**src/rtl/gpiodir_pkg.sv**
```systemverilog
// Package: shared sizing constants for the port direction block.
// Assumes the port splits into two equal halves.
package gpiodir_pkg;
    localparam int PIN_COUNT = 32;
    localparam int HALF_W    = PIN_COUNT / 2;
endpackage

```
**src/rtl/gpiodir_half_reg.sv**
```systemverilog
// Module: one half of the direction storage.
// Clears synchronously when clr is high; a clear outranks a write.
// Otherwise loads wdata when we is high, and holds in every other case.
// Assumes clr already merges the power-on and deep-standby requests.
module gpiodir_half_reg #(
    parameter int WIDTH = 16
) (
    input  logic             clk,
    input  logic             rst_n,
    input  logic             clr,
    input  logic             we,
    input  logic [WIDTH-1:0] wdata,
    output logic [WIDTH-1:0] q
);
    // Purpose: storage with clear priority over load.
    always_ff @(posedge clk) begin
        if (clr)     q <= '0;
        else if (we) q <= wdata;
    end

    // an active clear request always lands as zero.
    assert_clear_zero_R6: assert property (@(posedge clk) disable iff (!rst_n)
        clr |=> (q == '0));

    // a write without a clear stores the data.
    assert_write_load_R2: assert property (@(posedge clk) disable iff (!rst_n)
        (!clr && we) |=> (q == $past(wdata)));

    // with no write and no clear, the contents hold.
    assert_hold_R11: assert property (@(posedge clk) disable iff (!rst_n)
        (!clr && !we) |=> $stable(q));

    // leaving power-on reset finds the register cleared.
    assert_por_clear_R1: assert property (@(posedge clk) disable iff (!rst_n)
        $rose(rst_n) |-> (q == '0));
endmodule

```
**src/rtl/gpiodir_oe_gate.sv**
```systemverilog
// Module: per-pin output-enable select.
// A pin in general-purpose mode drives when its direction bit is 1.
// A pin in any other mode passes the alternate function's enable through.
module gpiodir_oe_gate #(
    parameter int PINS = 32
) (
    input  logic            clk,
    input  logic            rst_n,
    input  logic [PINS-1:0] gp_mode,
    input  logic [PINS-1:0] dir,
    input  logic [PINS-1:0] alt_en,
    output logic [PINS-1:0] oe
);
    for (genvar i = 0; i < PINS; i++) begin : g_pin
        // Purpose: choose between direction bit and alternate enable for pin i.
        always_comb begin
            if (gp_mode[i]) oe[i] = dir[i];
            else            oe[i] = alt_en[i];
        end

        // a GPIO output pin is enabled, a GPIO input pin is not.
        assert_gpio_dir_R9: assert property (@(posedge clk) disable iff (!rst_n)
            gp_mode[i] |-> (oe[i] == dir[i]));

        // outside GPIO mode the direction bit has no say.
        assert_alt_pass_R10: assert property (@(posedge clk) disable iff (!rst_n)
            !gp_mode[i] |-> (oe[i] == alt_en[i]));
    end
endmodule

```
**src/rtl/gpiodir_ctrl.sv**
```systemverilog
// Module: top of the port direction block.
// Holds two direction registers, decodes the register bus, merges the clear
// sources and drives the per-pin output-enables.
// Assumes the manual-reset and low-power-entry inputs must never reach the
// storage; they appear here only to be checked for having no effect.
module gpiodir_ctrl
    import gpiodir_pkg::*;
#(
    parameter int PINS = PIN_COUNT,
    localparam int HW  = PINS / 2
) (
    input  logic            clk,
    input  logic            rst_n,
    input  logic            dstby_enter,
    input  logic            mrst_n,
    input  logic            lp_enter,
    input  logic            bus_sel_hi,
    input  logic            bus_we,
    input  logic [HW-1:0]   bus_wdata,
    output logic [HW-1:0]   bus_rdata,
    input  logic [PINS-1:0] pin_gpio,
    input  logic [PINS-1:0] alt_oe,
    output logic [PINS-1:0] pin_oe
);
    logic          clr_req;
    logic [1:0]    half_we;
    logic [HW-1:0] half_q [2];
    logic [PINS-1:0] dir_bits;

    // Purpose: merge the clearing reset classes into one request.
    always_comb clr_req = !rst_n || dstby_enter;

    // Purpose: steer the write strobe to the addressed half (0 = low, 1 = high).
    always_comb begin
        half_we[0] = bus_we && !bus_sel_hi;
        half_we[1] = bus_we &&  bus_sel_hi;
    end

    for (genvar h = 0; h < 2; h++) begin : g_half
        gpiodir_half_reg #(.WIDTH(HW)) u_reg (
            .clk   (clk),
            .rst_n (rst_n),
            .clr   (clr_req),
            .we    (half_we[h]),
            .wdata (bus_wdata),
            .q     (half_q[h])
        );
    end

    // Purpose: flatten the halves into a per-pin direction vector.
    always_comb dir_bits = {half_q[1], half_q[0]};

    // Purpose: combinational read of the selected half.
    always_comb bus_rdata = bus_sel_hi ? half_q[1] : half_q[0];

    gpiodir_oe_gate #(.PINS(PINS)) u_oe (
        .clk     (clk),
        .rst_n   (rst_n),
        .gp_mode (pin_gpio),
        .dir     (dir_bits),
        .alt_en  (alt_oe),
        .oe      (pin_oe)
    );

    // a manual reset with no write and no clear leaves the direction bits alone.
    assert_mrst_keeps_R7: assert property (@(posedge clk) disable iff (!rst_n)
        (!mrst_n && !bus_we && !dstby_enter) |=> $stable(dir_bits));

    // low-power entry with no write and no clear leaves the direction bits alone.
    assert_lp_keeps_R8: assert property (@(posedge clk) disable iff (!rst_n)
        (lp_enter && !bus_we && !dstby_enter) |=> $stable(dir_bits));

    // a write during deep-standby entry is overridden by the clear.
    assert_clear_wins_R5: assert property (@(posedge clk) disable iff (!rst_n)
        (dstby_enter && bus_we) |=> (dir_bits == '0));
endmodule

```
**config.mk**
```make
export PLATFORM = sky130hd
export DESIGN_NAME = gpiodir_ctrl
export DESIGN_NICKNAME = d
export VERILOG_FILES = /design/src/rtl/gpiodir_pkg.sv /design/src/rtl/gpiodir_half_reg.sv /design/src/rtl/gpiodir_oe_gate.sv /design/src/rtl/gpiodir_ctrl.sv
export SDC_FILE = /design/constraint.sdc
export NUM_CORES = 1
export LEC_CHECK = 0
export BUFFER_PORTS_ARGS = -buffer_cell sky130_fd_sc_hd__buf_2
export CORE_ASPECT_RATIO = 1.2
export CORE_MARGIN = 1.5
export CORE_UTILIZATION = 25
export CTS_BUF_LIST = sky130_fd_sc_hd__clkbuf_8 sky130_fd_sc_hd__clkbuf_16
export CTS_CLUSTER_SIZE = 8
export DETAILED_ROUTE_END_ITERATION = 10
export GPL_ROUTABILITY_DRIVEN = 0
export GPL_TIMING_DRIVEN = 0
export PLACE_DENSITY = 0.59
export RECOVER_POWER = 50
export SYNTH_ARGS = -nofsm -noshare
export SYNTH_HDL_FRONTEND = slang
export SYNTH_SLANG_ARGS = --single-unit
```
**constraint.sdc**
```tcl
create_clock -name clk -period 0.92 [get_ports clk]
set_clock_uncertainty 0.05 [all_clocks]
set_input_delay 0.092 -clock clk [delete_from_list [all_inputs] [get_ports clk]]
set_output_delay 0.092 -clock clk [all_outputs]
set_load 0.03 [all_outputs]
```
# ---- After elaboration in Yosys (flattened, before gate mapping)
# Index checks and enable logic that the tools add are counted.
dict set report totals {
  regBits 32
  input_bits 87
  out_inout_bits 48
  elab_cells 40
}
dict set report op_classes {
  muxes 33
  reduce_logical 5
}
# op n
set op_table {}
lappend op_table {{1-bit two-way mux} 32}
lappend op_table {{16-bit two-way mux} 1}
lappend op_table {{1-bit logical AND} 2}
lappend op_table {{1-bit zero test} 2}
lappend op_table {{1-bit logical OR} 1}

# ---- Longest topological paths before layout
dict set report depth {
  word_depth 2
  ltp_mapped 6
  mapped_depth_nobuf 3
}

# ---- By module
# A second synthesis with hierarchy kept.
dict set report unflattened {
  hier_cells 157
  hier_area_um2 1905.6
}
# module n_inst cells_each area_per_inst_um2 seq_area_each_um2
set by_module_without_submodules {}
lappend by_module_without_submodules {gpiodir_half_reg 2 52 580.6 320.3}
lappend by_module_without_submodules {gpiodir_oe_gate 1 32 480.5 0.0}
lappend by_module_without_submodules {gpiodir_ctrl 1 21 264.0 0.0}

# ---- Worst setup path after synthesis
# Ideal clock, no wire load.
dict set report synth_path {
  path_type {input to output}
  from {input bus_sel_hi}
  to {output bus_rdata[10]}
  arrival_ns 0.840
  t_required_ns 0.778
  setup_slack_ns -0.062
  stages 3
  path_buffers 2
  path_cell_list {buf_6 buf_2 mux2_2}
}
dict set report synth_via {
  elab_chain_cells 1
}
# element line
set synth_lines {}
lappend synth_lines {{start: declaration} gpiodir_ctrl.sv:17} ;# input logic bus_sel_hi,
lappend synth_lines {{16-bit two-way mux} gpiodir_ctrl.sv:54} ;# always_comb bus_rdata = bus_sel_hi ? half_q[1] : half_q[0];
lappend synth_lines {{end: declaration} gpiodir_ctrl.sv:20} ;# output logic [HW-1:0] bus_rdata,
# No other way between the ends.

# ---- Worst setup path after layout
dict set report layout_path {
  from {register g_half[1].u_reg.q[14]}
  to {output bus_rdata[14]}
}
dict set report layout_via {
  elab_chain_cells 1
}
# element line
set layout_lines {}
lappend layout_lines {{start: declaration} gpiodir_half_reg.sv:13} ;# output logic [WIDTH-1:0] q
lappend layout_lines {{start signal: assignment} gpiodir_half_reg.sv:18} ;# else if (we) q <= wdata;
lappend layout_lines {{16-bit two-way mux} gpiodir_ctrl.sv:54}
# No other way between the ends.

==> results_dict.tcl <==
set metrics [dict create \
    ir_drop_v 0.000623 \
    status "complete, but fails checks" \
    yosysMostFrequentCell "nand2_1" \
    routed_wl_um 5980 \
    power_frac_seq 0.355 \
    top_register "g_half.u_reg.q" \
    grt_pass1_vias 1849 \
    dpl_worst_slack_ns -0.369 \
    numPortBuffers 132 \
    nNetsFinal 436 \
    clockBufferDepth 2 \
    synth-seq-cells 32 \
    violations "negative setup slack" \
    fin_crit_ns 1.17 \
    antenna_found_initial 0 \
    power_density_nw_per_um2 1220 \
    vias 1951 \
    slew_viol_final 0 \
    synth_edf_count 0 \
    intPower_mw 2.98 \
    reg2reg_depth 3 \
    crit_path_max_fanout 3 \
    worstHoldPathCells 3 \
    synth-warning-count 0 \
    grt_max_degree 11 \
    track_usage 0.158 \
    ff_latch_area_um2 681 \
    power_mw 4.07 \
    drv_cap 0 \
    die_h_um 95.4 \
    criticalPathCategory "reg -> out" \
    netlist_instances 193 \
    setup_viol 49 \
    grt_pass1_wl_um 9100 \
    cts_tree "built" \
    cp-start-kind "flip-flop" \
    multiInputGateArea_um2 1180 \
    drt_pre_antenna_iters 4 \
    placed_area_um2 2560 \
    overflow 0 \
    finalWorstSetupSlack_ns -0.252 \
    ys_types 14 \
    setup_tns_ns -11.13 \
    die_area_um2 7630 \
    fmax_mhz 854 \
    hold_viol 0 \
    synth_common_cells "65 x nand2_1, 48 x mux2_2, 32 x dfxtp_1" \
    ys_seq_area_frac 0.360 \
    hp-start "bus_wdata[15]" \
    post-place-cells 412 \
    synthesis.nets 280 \
    drt-wirelength-per-cell_um 13.7 \
    core_um2 6850 \
    die_w_um 80.0 \
    power_frac_clock 0.364 \
    synth-async-reset-ratio 0 \
    yosys-top-cells-area "dfxtp_1 36%, mux2_2 30%, nand2_1 14%, a21oi_2 6.4%, a21oi_1 5.3%" \
    clk_pin_slew_worst_paths_ns 0.07 \
    final_cells 437 \
    min_to "g_half[1].u_reg.q[15]$_SDFFE_PP0P_" \
    r2r-end "g_half[1].u_reg.q[1]$_SDFFE_PP0P_" \
    area_delta_synth_final_pct 87.5 \
    cts_max_level 2 \
    initial_utilization 0.259 \
    antennaDiodeCount 0 \
    worstPathArrival_ns 1.03 \
    cp-end-kind "output port" \
    switching_share 0.268 \
    synth_top_area_cell "dfxtp_1" \
    dp.final_hpwl_um 3870 \
    r2r_setup_slack_ns 0.17 \
    r2r_start "g_half[1].u_reg.q[1]$_SDFFE_PP0P_" \
    io-pin-count 135 \
    worstSkewPairLatency_ns 0.27 \
    fin_area_um2 3330 \
    drt_iter0_drc 60 \
    hold_class "in -> reg" \
    clkSinkCount 32 \
    largest_register_ffs 32 \
    fillers 646 \
    worst_pin_slew_ns 0.627 \
    p_comb_frac 0.281 \
    power_switching_mw 1.09 \
    fin_crit_sh 1.27 \
    drc 0 \
    fp-row-count 33 \
    power_leakage_nw 1.58 \
    top_regs "g_half.u_reg.q x32" \
    syn_area_per_cell_um2 9.21 \
    vias_per_cell 4.46 \
    cts_buffers 5 \
    drive_above_1_share 0.703 \
    ant_nets 0 \
    synth_ff_type "dfxtp_1" \
    cts-root-buf "clkbuf_8" \
    synth_top_area_frac 0.360 \
    rsz0062_at_grt "yes" \
    mappedNetlistArea_um2 1780 \
    required_ns 0.78 \
    max_slew_margin 0.582 \
]
[cell families after synthesis]
kind of cell           count (synthesis)  share of synthesized area
AO/OA/AOI/OAI                         32                      0.118
buffers and inverters                 12                     0.0605
flip-flops                            32                      0.360
multiplexers                          48                      0.304
AND/OR/NAND/NOR                       69                      0.158
[critical path: stages, from the launching register on]
cell     delay, ns
dfxtp_2       0.34
mux2_2        0.27
buf_6         0.14
[through the flow]
stage,hold slack (ns),utilization
6_report,0.0121,0.486
5_1_grt,0.0136,0.486
4_1_cts,0.00172,0.487
3_5_place_dp,0.298,0.374
3_3_place_gp,0.295,0.374
2_1_floorplan,0.178,-
[worst max-delay path by stage]
stage                                             startpoint                                end  slack, ns
after floorplan                                   bus_sel_hi                       bus_rdata[3]      -0.02
after global placement                            bus_sel_hi                       bus_rdata[4]      -0.33
after detailed placement                         dstby_enter  g_half[0].u_reg.q[0]$_SDFFE_PP0P_      -0.37
after CTS                 g_half[1].u_reg.q[14]$_SDFFE_PP0P_                      bus_rdata[14]      -0.26
after global routing      g_half[0].u_reg.q[13]$_SDFFE_PP0P_                      bus_rdata[13]      -0.29
final                     g_half[1].u_reg.q[14]$_SDFFE_PP0P_                      bus_rdata[14]      -0.25
[cells in the final DEF (no fill, tap or decap)]
cell / count
buf_2: 85
nand2_1: 64
buf_6: 51
mux2_4: 42
dfxtp_2: 32
a21oi_1: 21
dlygate4sd3_1: 15
a21oi_2: 11
clkbuf_8: 7
mux2_2: 6
buf_4: 5
clkbuf_1: 2
buf_12: 1
and2b_1: 1
nand2b_4: 1
clkbuf_2: 1
buf_8: 1
nand2b_1: 1
and2_4: 1
nand2_2: 1
bufinv_16: 1
[what timing repair did]
action,CTS,global route
buffers inserted,2,0
endpoints found under the setup margin,51,48
resized for setup,168,4
hold buffers,15,0
endpoints found under the hold margin,24,0
[per-layer routing]
metal  global-route usage  vias up  share of wire
met4               0.0417        0         0.0095
met3               0.0344        6          0.068
met2                0.277       91           0.52
met1                0.195      884           0.40
li1                     -      970              -
met5                    0        -              0
[power by group through the flow]
stage	sequential (mW)	combinational, mW	clock, mW
final	1.44	1.15	1.48
after global routing	1.45	1.22	1.62
after CTS	1.44	1.15	1.53
after detailed placement	1.47	0.865	0
after global placement	1.47	0.855	0
after floorplan	1.46	0.531	0
[area by class of cell]
class,instances,area share
clock buffers,7,0.0289
flip-flops and latches,32,0.204
well taps,87,0.0327
clock inverters,1,0.00901
repair buffers,149,0.337
plain buffers,12,0.0330
multi-input cells,149,0.355
No activity file was read; power rests on OpenSTA's default activity.
